**src/rtl/alu64_pkg.sv**
```systemverilog
package alu64_pkg;

    typedef enum logic [1:0] {
        FN_ADD = 2'd0,
        FN_SUB = 2'd1,
        FN_AND = 2'd2,
        FN_XOR = 2'd3
    } alu_fn_e;

    typedef struct packed {
        logic ovf;
        logic zero;
        logic carry;
    } alu_flags_t;

endpackage

```
**src/rtl/alu64_addsub.sv**
```systemverilog
module alu64_addsub #(
    parameter int WIDTH = 64,
    parameter int CHUNK = 8
) (
    input  logic [WIDTH-1:0] a,
    input  logic [WIDTH-1:0] b,
    input  logic             subtract,
    output logic [WIDTH-1:0] sum,
    output logic             carry_out,
    output logic             sgn_ovf
);
    localparam int NCH = WIDTH / CHUNK;

    logic [WIDTH-1:0] b_eff;
    logic [NCH:0]     chain;

    assign b_eff    = b ^ {WIDTH{subtract}};
    assign chain[0] = subtract;

    for (genvar g = 0; g < NCH; g++) begin : g_chunk
        logic [CHUNK:0] s_lo;
        logic [CHUNK:0] s_hi;
        assign s_lo = {1'b0, a[g*CHUNK +: CHUNK]} + {1'b0, b_eff[g*CHUNK +: CHUNK]};
        assign s_hi = {1'b0, a[g*CHUNK +: CHUNK]} + {1'b0, b_eff[g*CHUNK +: CHUNK]}
                      + {{CHUNK{1'b0}}, 1'b1};
        assign sum[g*CHUNK +: CHUNK] = chain[g] ? s_hi[CHUNK-1:0] : s_lo[CHUNK-1:0];
        assign chain[g+1]            = chain[g] ? s_hi[CHUNK] : s_lo[CHUNK];
    end

    assign carry_out = chain[NCH];
    assign sgn_ovf   = (a[WIDTH-1] == b_eff[WIDTH-1]) & (sum[WIDTH-1] ^ a[WIDTH-1]);

    always_comb begin
        if (!subtract) begin
            p_chain_sum_r8: assert ({carry_out, sum} == ({1'b0, a} + {1'b0, b}))
                else $error("adder sum/carry mismatch");
        end
    end
endmodule

```
**src/rtl/alu64_bitwise.sv**
```systemverilog
module alu64_bitwise #(
    parameter int WIDTH = 64
) (
    input  logic [WIDTH-1:0] a,
    input  logic [WIDTH-1:0] b,
    output logic [WIDTH-1:0] and_w,
    output logic [WIDTH-1:0] xor_w
);
    assign and_w = a & b;
    assign xor_w = a ^ b;
endmodule

```
**src/rtl/alu64_zero_tree.sv**
```systemverilog
module alu64_zero_tree #(
    parameter int WIDTH = 64,
    parameter int GROUP = 8
) (
    input  logic [WIDTH-1:0] word,
    output logic             is_zero
);
    localparam int NGRP = WIDTH / GROUP;

    logic [NGRP-1:0] grp_any;

    for (genvar g = 0; g < NGRP; g++) begin : g_grp
        assign grp_any[g] = |word[g*GROUP +: GROUP];
    end

    assign is_zero = ~|grp_any;
endmodule

```
**src/rtl/alu64_core.sv**
```systemverilog
module alu64_core
    import alu64_pkg::*;
#(
    parameter int WIDTH = 64,
    parameter int CHUNK = 8,
    parameter int GROUP = 8
) (
    input  logic [WIDTH-1:0] op_x,
    input  logic [WIDTH-1:0] op_y,
    input  logic [1:0]       fn_sel,
    output logic [WIDTH-1:0] res,
    output logic             flag_ovf,
    output logic             flag_zero,
    output logic             flag_carry
);
    localparam int MSB = WIDTH - 1;

    alu_fn_e          fn;
    logic             is_sub;
    logic [WIDTH-1:0] arith_w;
    logic             arith_c;
    logic             arith_v;
    logic [WIDTH-1:0] and_w;
    logic [WIDTH-1:0] xor_w;
    logic             zero_w;
    alu_flags_t       flags;

    assign fn     = alu_fn_e'(fn_sel);
    assign is_sub = (fn == FN_SUB);

    alu64_addsub #(.WIDTH(WIDTH), .CHUNK(CHUNK)) u_addsub (
        .a         (op_x),
        .b         (op_y),
        .subtract  (is_sub),
        .sum       (arith_w),
        .carry_out (arith_c),
        .sgn_ovf   (arith_v)
    );

    alu64_bitwise #(.WIDTH(WIDTH)) u_bitwise (
        .a     (op_x),
        .b     (op_y),
        .and_w (and_w),
        .xor_w (xor_w)
    );

    always_comb begin
        unique case (fn)
            FN_ADD:  res = arith_w;
            FN_SUB:  res = arith_w;
            FN_AND:  res = and_w;
            FN_XOR:  res = xor_w;
            default: res = '0;
        endcase
    end

    alu64_zero_tree #(.WIDTH(WIDTH), .GROUP(GROUP)) u_zero (
        .word    (res),
        .is_zero (zero_w)
    );

    always_comb begin
        flags.zero = zero_w;
        unique case (fn)
            FN_ADD: begin
                flags.ovf   = arith_v;
                flags.carry = arith_c;
            end
            FN_SUB: begin
                flags.ovf   = arith_v;
                flags.carry = ~arith_c;
            end
            default: begin
                flags.ovf   = 1'b0;
                flags.carry = 1'b0;
            end
        endcase
    end

    assign flag_ovf   = flags.ovf;
    assign flag_zero  = flags.zero;
    assign flag_carry = flags.carry;

    always_comb begin
        if (fn == FN_AND || fn == FN_XOR) begin
            p_logic_flags_clear_r10: assert (!flag_ovf && !flag_carry)
                else $error("logic op raised ovf/carry");
        end
        if (fn == FN_SUB) begin
            p_sub_borrow_r9: assert (flag_carry == (op_y > op_x))
                else $error("borrow flag wrong");
        end
        if (flag_zero) begin
            p_zero_empty_r5: assert (res == '0)
                else $error("zero flag with nonzero result");
        end
        if (fn == FN_XOR) begin
            p_xor_undo_r4: assert ((res ^ op_y) == op_x)
                else $error("xor result cannot be undone");
        end
        if (fn == FN_AND) begin
            p_and_subset_r3: assert (((res & ~op_x) == '0) && ((res & ~op_y) == '0))
                else $error("and result has bit outside operands");
        end
        if (flag_ovf && fn == FN_ADD) begin
            p_add_ovf_signs_r6: assert (op_x[MSB] == op_y[MSB] && res[MSB] != op_x[MSB])
                else $error("add overflow with unfit signs");
        end
        if (flag_ovf && fn == FN_SUB) begin
            p_sub_ovf_signs_r7: assert (op_x[MSB] != op_y[MSB] && res[MSB] != op_x[MSB])
                else $error("sub overflow with unfit signs");
        end
    end
endmodule

```
**config.mk**
```make
export PLATFORM = sky130hd
export DESIGN_NAME = alu64_core
export DESIGN_NICKNAME = d
export VERILOG_FILES = /design/src/rtl/alu64_pkg.sv /design/src/rtl/alu64_addsub.sv /design/src/rtl/alu64_bitwise.sv /design/src/rtl/alu64_zero_tree.sv /design/src/rtl/alu64_core.sv
export SDC_FILE = /design/constraint.sdc
export NUM_CORES = 1
export LEC_CHECK = 0
export BUFFER_PORTS_ARGS = -buffer_cell sky130_fd_sc_hd__clkbuf_2
export CAP_MARGIN = 20
export CORE_MARGIN = 3
export CORE_UTILIZATION = 56
export DETAILED_ROUTE_END_ITERATION = 10
export GPL_TIMING_DRIVEN = 0
export PLACE_DENSITY_LB_ADDON = 0.05
export RECOVER_POWER = 100
export SYNTH_ARGS = -nofsm -noshare
export SYNTH_HDL_FRONTEND = slang
export SYNTH_HIERARCHICAL = 1
export SYNTH_SLANG_ARGS = --single-unit
```
**constraint.sdc**
```tcl
create_clock -name vclk -period 8.8
set_clock_uncertainty 0.2 [all_clocks]
set_input_delay 0.88 -clock vclk [all_inputs]
set_output_delay 0.88 -clock vclk [all_outputs]
set_load 0.03 [all_outputs]
```
[Word level (Yosys, flattened, before mapping)]
Index checks and enable logic that the tools add are counted.
Storage, ports and cells
  flip-flop bits (word level): 0
  word-level logic and storage cells: 49
Cells by class
  add/sub/neg operators: 16
  eq/ne operators: 4
  muxes and demuxes: 19
  bitwise logic cells: 6
  reduce and logical (&&, ||, !) cells: 4
Operator list (number)
  $pmux W64 S3: 1
  $xor A64 B64 Y64: 2
  $add A8 B8 Y9: 8
  $add A9 B1 Y9 const B: 8
  $and A64 B64 Y64: 1
  $mux W8: 8
  $reduce_or A64 Y1: 1
  $mux W1: 9
  $eq A2 B2 Y1 const B: 2
  $eq A2 B1 Y1 const B: 1
  $logic_not A2 Y1: 1
  $pmux W1 S2: 1
  $reduce_or A2 Y1: 1
  $and A1 B1 Y1: 1
  $eq A1 B1 Y1: 1
  $logic_not A1 Y1: 1
  $not A1 Y1: 1
  $xor A1 B1 Y1: 1

[Longest topological paths before layout]
Gate-level depths: netlist of run 1.
  word-level depth: 15
  gate-level depth with buffers: 30
  depth with buffers taken out: 24

[By module]
The synthesis of run 1 kept the hierarchy.
Modules (own cells, without submodules)
  alu64_addsub: times used 1, cells an instance 575, area an instance 4376.7 um^2, sequential area each 0.0 um^2
  alu64_core: times used 1, cells an instance 219, area an instance 1415.1 um^2, sequential area each 0.0 um^2
  alu64_bitwise: times used 1, cells an instance 64, area an instance 800.8 um^2, sequential area each 0.0 um^2
  alu64_zero_tree: times used 1, cells an instance 21, area an instance 143.9 um^2, sequential area each 0.0 um^2

[Worst setup path after synthesis of run 1]
Ideal clock, no wire load.
  kind: input port to output port
  from: in fn_sel[0]
  to: out flag_zero
  data arrival time: 7480 ps
  setup slack: 240 ps
  stages on the path: 29
  path buffers: 5
  path through: buf_4 > buf_12 > buf_12 > nor2b_1 > clkbuf_1 > buf_1 > xor2_1 > ha_1 > inv_1 > fa_1 > nand2b_1 > a21oi_2 > xor2_2 > o2111ai_1 > or4b_1 > nor3b_2 > mux2i_1 > mux2i_1 > mux2i_1 > mux2_4 > mux2i_4 > xor2_4 > nand3_1 > xnor2_1 > nor2_1 > a21oi_1 > nor4_1 > nand4_1 > nor4_2
Between the ends
  longest elaborated chain between the ends: 15
  elaborated cells on any way between the ends: 40
RTL lines
  start: declaration: line alu64_core.sv:10  | input logic [1:0] fn_sel,
  $eq A2 B1 Y1 *: line alu64_core.sv:29  | assign is_sub = (fn == FN_SUB);
  via is_sub: line alu64_core.sv:19  | logic is_sub;
  $xor A64 B64 Y64: line alu64_addsub.sv:17  | assign b_eff = b ^ {WIDTH{subtract}};
  $add A8 B8 Y9: line alu64_addsub.sv:23, alu64_addsub.sv:24
  $add A9 B1 Y9: line alu64_addsub.sv:25  | + {{CHUNK{1'b0}}, 1'b1};
  $mux W1 (7 in series): line alu64_addsub.sv:27  | assign chain[g+1] = chain[g] ? s_hi[CHUNK] : s_lo[CHUNK];
  $mux W8 *: line alu64_addsub.sv:26  | assign sum[g*CHUNK +: CHUNK] = chain[g] ? s_hi[CHUNK-1:0] : s_lo[CHUNK-1:0];
  via arith_w[62]: line alu64_core.sv:20  | logic [WIDTH-1:0] arith_w;
  $pmux W64 S3 *: line alu64_core.sv:48  | unique case (fn)
  via res[62]: line alu64_core.sv:11  | output logic [WIDTH-1:0] res,
  $reduce_or A64 Y1 *: line alu64_zero_tree.sv:16  | assign is_zero = ~|grp_any;
  $logic_not A1 Y1 *: line alu64_zero_tree.sv:16
  end: declaration: line alu64_core.sv:13  | output logic flag_zero,
The timed path passes the listed nets; every way through them passes the cells marked *.

[Worst setup path in the final report of run 1]
  from: in fn_sel[0]
  to: out flag_zero
Between the ends
  longest elaborated chain between the ends: 15
  elaborated cells on any way between the ends: 40
RTL lines (line)
  $eq A2 B1 Y1 *: alu64_core.sv:29
  via is_sub: alu64_core.sv:19
  $xor A64 B64 Y64: alu64_addsub.sv:17
  $add A8 B8 Y9: alu64_addsub.sv:23, alu64_addsub.sv:24
  $add A9 B1 Y9: alu64_addsub.sv:25
  $mux W1 (7 in series): alu64_addsub.sv:27
  $mux W8 *: alu64_addsub.sv:26
  via arith_w[57]: alu64_core.sv:20
  $pmux W64 S3 *: alu64_core.sv:48
  $reduce_or A64 Y1 *: alu64_zero_tree.sv:16
  $logic_not A1 Y1 *: alu64_zero_tree.sv:16
Marks and branches as above.

==> results of run 1 <==
[worst max-delay path: cells and delay by family]
| family | cells | cell delay (ns) |
|---|---|---|
| adders and majority gates | 2 | 0.62 |
| AOI/OAI and AO/OA | 4 | 0.48 |
| xor gates and xnor gates | 3 | 0.66 |
| muxes | 5 | 1.68 |
| and+or+nand+nor | 8 | 2.02 |
| buffers and inverters | 8 | 1.14 |
[cell usage after synthesis, types with 10 or more instances]
cell and instances:
nand4_1 19, xnor2_1 72, and3_1 10, nand2_1 41, a21oi_1 99, o21ai_0 21, xor2_1 103, a21o_1 18
nor2_1 94, clkbuf_1 11, ha_1 138, nor4_1 17, inv_1 52, nand3_1 12, o21bai_1 15, mux2i_1 70
[worst max-delay path by stage]
stage	slack (ns)	end	depth (start not counted)	from
global placement	-1.29	flag_zero	28	fn_sel[1]
floorplan	0.24	flag_zero	29	fn_sel[0]
detailed placement	-1.36	flag_zero	28	fn_sel[1]
finish	0.24	flag_zero	30	fn_sel[0]
CTS	0.02	flag_zero	30	fn_sel[0]
global route	-0.006	flag_zero	30	fn_sel[0]
[power by group through the flow]
stage	clock network [mW]	registers (mW)	logic (mW)
6_report	0	0	0.899
5_1_grt	0	0	0.997
2_1_floorplan	0	0	0.669
4_1_cts	0	0	0.894
3_5_place_dp	0	0	0.882
3_3_place_gp	0	0	0.874
[layer usage]
| metal | global-route usage [%] | vias to the layer above |
|---|---|---|
| li1 | - | 3512 |
| met1 | 35.46 | 3082 |
| met2 | 46.68 | 176 |
| met3 | 2.298 | 27 |
| met4 | 4.640 | 0 |
| met5 | 0 | - |
[layout make-up]
| type | instances | area (µm²) |
|---|---|---|
| Inverter | 52 | 195.2 |
| Tap cell | 143 | 178.9 |
| Buffer | 30 | 257.7 |
| Multi-Input combinational cell | 796 | 6467 |
| Timing Repair Buffer | 207 | 997.2 |
| Fill cell | 1098 | 3468 |
[cell families after synthesis]
| logic type | count (synthesis) |
|---|---|
| mux | 72 |
| simple gates | 229 |
| fa+ha+maj | 146 |
| xor+xnor | 178 |
| buf+inv | 83 |
| compound gates | 171 |
[what timing repair did]
action,CTS,global route
resized for setup,24,25
pin swaps,3,7
buffers inserted,1,11
endpoints found under the setup margin,28,2
==> results.py, run 1 <==
metrics = {
    "outcome": {
        "outcome": "completed",
    },
    "power_and_ir_drop": {
        "finalPower_mw": 0.8993,
        "power_frac_comb_pct": 100.0,
        "internal_power_mw": 0.3349,
        "p_seq_share_pct": 0,
        "p_leak_nw": 4.107,
        "ir_worst_vdd_mv": 0.06565,
        "powerDensity_nw_per_um2": 111.1,
        "p_switching_mw": 0.5643,
        "pwr-share-clk_pct": 0,
        "swShare_pct": 62.76,
    },
    "drt": {
        "drt_iter0_drc": 330,
        "vias": 6797,
        "drt-total-wl_um": 18540,
        "wl_met2_um": 8762,
        "ant_nets": 0,
        "wl_per_cell_um": 15.10,
        "dr.pass1.iters": 5,
        "top_layer_used": "met4",
        "routed-wl-met3_um": 1013,
        "viasPerCell": 5.535,
        "routedLengthMet1_um": 8368,
        "drc": 0,
    },
    "worst_setup_path": {
        "critPathKind": "input pin to output pin",
        "required_ns": 7.72,
        "arrival_ns": 7.48,
        "critPathMaxFanout": 10,
        "end_kind": "output pin",
        "worstSetupStartpointType": "input pin",
        "cp_slowest_stage_delay_ns": 0.54,
        "slowest_stage": "or4b_4",
    },
    "synth": {
        "yosysUniqueCellTypes": 54,
        "syn_nets": 1155,
        "synth-compound-area-share_pct": 14.65,
        "synthCells": 879,
        "synth_area_per_cell_um2": 7.664,
        "yosysTopAreaCellShare_pct": 25.63,
        "synthMuxAreaShare_pct": 10.96,
        "synthAdderAreaFrac_pct": 28.01,
        "synth_area_um2": 6736,
        "synth-simple-area-share_pct": 16.59,
        "synth_xor_area_share_pct": 23.64,
        "netlist_top_cells_area": "ha_1, xor2_1, mux2i_1",
        "ys_seq_area_share_pct": 0,
        "ys_warn_count": 6,
        "synth_top_area_cell": "ha_1",
        "synth_top_family_by_area": "adder cells",
    },
    "cells_and_area": {
        "final_area_um2": 8097,
        "drive_gt1_share_pct": 18.62,
        "finalNetCount": 1363,
        "seq_cells": 0,
        "seqCellArea_um2": 0,
        "syn_to_final_growth_pct": 20.19,
        "antenna_cells": 0,
        "final_core_util_pct": 70.01,
        "nClkBuffers": 0,
        "instances_no_fill": 1228,
        "final_cell_mix": "clkbuf_2, ha_1, xor2_1, a21oi_1, nor2_1",
    },
    "timing": {
        "hold_slack_ns": 2.187,
        "worstMarginPinSlew_ns": 0.7324,
        "max_freq_mhz": 116.8,
        "finalHoldViolCount": 0,
        "fin_crit_ns": 8.559,
        "finalSetupViolCount": 0,
        "setup_ws_ns": 0.2411,
        "setup_tns_ns": 0,
        "min_period_over_period_pct": 97.26,
        "drv_slew": 0,
        "slew_headroom_pct": 51.17,
    },
    "die": {
        "core-area_um2": 11560,
        "die-area_um2": 13380,
        "initial_core_util_pct": 58.25,
        "num_io_pins": 197,
        "die_h_um": 115.7,
        "die_w_um": 115.7,
        "placementRows": 39,
    },
    "placement": {
        "io_buffer_count": 195,
        "place_congestion": 0.9474,
        "post-dp-hpwl_um": 15780,
        "place_ws_ns": -1.361,
        "place_area_um2": 7891,
        "place_inst": 1217,
    },
    "worst_hold_path": {
        "hold_path_class": "input pin to output pin",
        "hp-start": "fn_sel[1]",
        "hold_depth": 4,
        "whs_endpoint": "res[2]",
    },
    "cts": {
        "cts_hold_buf": 0,
    },
    "job": {
        "maxCapViolations": 0,
    },
    "global_route": {
        "grt_max_degree": 15,
        "grt_first_pass_wirelength_um": 29300,
        "grt-ovfl-total": 0,
        "grtUsageTotal_pct": 26.40,
        "first_global_vias": 6387,
        "antenna_found_initial": 0,
    },
}
Note: power is estimated with default switching activity, not from simulation.
==> run 2: changes to the inputs <==
--- a/config.mk
+++ b/config.mk
@@ -6,11 +6,10 @@
 export NUM_CORES = 1
 export LEC_CHECK = 0
 export BUFFER_PORTS_ARGS = -buffer_cell sky130_fd_sc_hd__clkbuf_2
-export CAP_MARGIN = 20
 export CORE_MARGIN = 3
 export CORE_UTILIZATION = 56
 export DETAILED_ROUTE_END_ITERATION = 10
-export GPL_TIMING_DRIVEN = 0
+export GPL_TIMING_DRIVEN = 1
 export PLACE_DENSITY_LB_ADDON = 0.05
 export RECOVER_POWER = 100
 export SYNTH_ARGS = -nofsm -noshare
==> run 2 against run 1 <==
Effect of this change: the run now ends with capacitance limit, slew limit left; cell count down 2.6%; utilization down 2.7 points; fmax up 1.3%; largest cell class unchanged; largest power group unchanged.
==> results.py, run 2 (synthesized netlist as in run 1, its figures left out) <==
metrics = {
    "timing": {
        "fin_crit_ns": 8.448,
        "worstMarginPinSlew_ns": 2.589,
        "max_freq_mhz": 118.4,
        "finalSetupViolCount": 0,
        "drv_slew": 68,
        "min_period_over_period_pct": 96.01,
        "finalHoldViolCount": 0,
        "hold_slack_ns": 2.169,
        "slew_headroom_pct": -72.60,
    },
    "global_route": {
        "grtUsageTotal_pct": 24.79,
        "first_global_vias": 6142,
        "grt-ovfl-total": 0,
        "grt_max_degree": 102,
        "antenna_found_initial": 0,
        "grt_first_pass_wirelength_um": 27950,
    },
    "cells_and_area": {
        "drive_gt1_share_pct": 18.99,
        "final_cell_mix": "clkbuf_2, ha_1, xor2_1, a21oi_1, nor2_1",
        "antenna_cells": 0,
        "nClkBuffers": 0,
        "seq_cells": 0,
        "syn_to_final_growth_pct": 15.55,
        "fillers": 1088,
        "finalNetCount": 1331,
        "final_core_util_pct": 67.31,
        "seqCellArea_um2": 0,
        "instances_no_fill": 1196,
        "final_common_cell": "clkbuf_2",
    },
    "placement": {
        "io_buffer_count": 197,
        "post-dp-hpwl_um": 14640,
        "place_inst": 1193,
        "place_congestion": 0.9036,
    },
    "power_and_ir_drop": {
        "powerDensity_nw_per_um2": 113.6,
        "p_leak_nw": 4.052,
        "ir_worst_vdd_mv": 0.06070,
    },
    "job": {
        "maxCapViolations": 2,
    },
    "die": {
        "core-area_um2": 11560,
        "placementRows": 39,
        "num_io_pins": 197,
        "initial_core_util_pct": 58.25,
        "die_w_um": 115.7,
        "die_h_um": 115.7,
        "die-area_um2": 13380,
    },
    "cts": {
        "cts_hold_buf": 0,
    },
    "worst_hold_path": {
        "hp-start": "fn_sel[1]",
        "hold_path_class": "input pin to output pin",
    },
    "worst_setup_path": {
        "critPathKind": "input pin to output pin",
        "required_ns": 7.72,
        "critPathMaxFanout": 31,
        "arrival_ns": 7.37,
        "worstSetupStartpointType": "input pin",
        "end_kind": "output pin",
        "crit_path_start": "fn_sel[1]",
    },
    "drt": {
        "vias": 6556,
        "drt-total-wl_um": 17360,
        "drt_iter0_drc": 260,
        "ant_nets": 0,
        "dr.pass1.iters": 5,
        "wl_per_cell_um": 14.51,
        "drc": 0,
        "viasPerCell": 5.482,
    },
    "outcome": {
        "outcome": "finished with violations",
        "violations": "capacitance limit, slew limit",
    },
}
-- run 2: changes by cell type in the layout (fill, tap and decap cells not counted), moves of 2 or more --
cell	delta
nor4_1	+2
clkbuf_1	-41
mux2i_2	+3
nor4_2	-2
buf_2	-8
clkbuf_2	+36
buf_12	-5
mux2i_4	-4
xor2_1	+2
clkbuf_4	-2
xor2_2	-2
buf_4	-12
-- run 2: repair_timing --
action	4_1_cts	5_1_grt
gates resized for setup	0	8
setup endpoints to repair	0	1
buffers inserted	0	2
hold endpoints to repair	0	0
-- run 2: where the power goes --
group          leakage [nW]  switching (mW)  internal [mW]
clock                     0               0              0
combinational          4.05           0.553          0.331
sequential                0               0              0
total                  4.05           0.553          0.331
-- run 2: final timing paths --
check / slack [ns] / cells after the start / end
max: 0.35 / 26 / flag_zero
min: 2.17 / 4 / res[23]
-- run 2: layout make-up --
| class | count | area (µm²) | area share (%) |
|---|---|---|---|
| Inverter | 52 | 195.2 | 2.508 |
| Multi-Input combinational cell | 796 | 6360 | 81.71 |
| Timing Repair Buffer | 205 | 1050 | 13.49 |
| Tap cell | 143 | 178.9 | 2.299 |
-- run 2: worst max-delay path, stage by stage --
cell and delay, ns:
buf_4 0.22, nor2b_4 0.27, xor2_1 0.18, ha_1 0.21, inv_1 0.06, fa_1 0.38
nand2b_1 0.19, a21oi_1 0.22, or4_1 0.14, o311ai_1 0.14, or4b_1 0.61, nor3b_2 0.35
mux2i_2 0.39, mux2i_2 0.34, mux2i_2 0.32, mux2_4 0.37, mux2i_4 0.26, xor2_4 0.29
nand3_1 0.13, xnor2_1 0.14, nor2_1 0.09, a21oi_1 0.11, nor4_2 0.40, nand4_1 0.20
nor4_2 0.20, clkbuf_2 0.25
-- run 2: layer usage --
layer  vias up  routed length, µm  GRT usage, %
met2       152               8150         43.98
met4         0                212         2.475
met5         -                  0             0
met3        13                777         2.037
li1       3455                  -             -
met1      2936               8218         34.05
-- run 2: per-stage QoR --
step,worst slack (ns),total power [mW],TNS [ns],area [µm²]
2_1_floorplan,0.2402,0.6694,0,6736
3_3_place_gp,0.1863,0.8704,0,7745
3_5_place_dp,0.1718,0.8758,0,7745
4_1_cts,0.1583,0.8817,0,7745
5_1_grt,-0.003174,0.9849,-0.003174,7784
6_report,0.3515,0.8844,0,7784
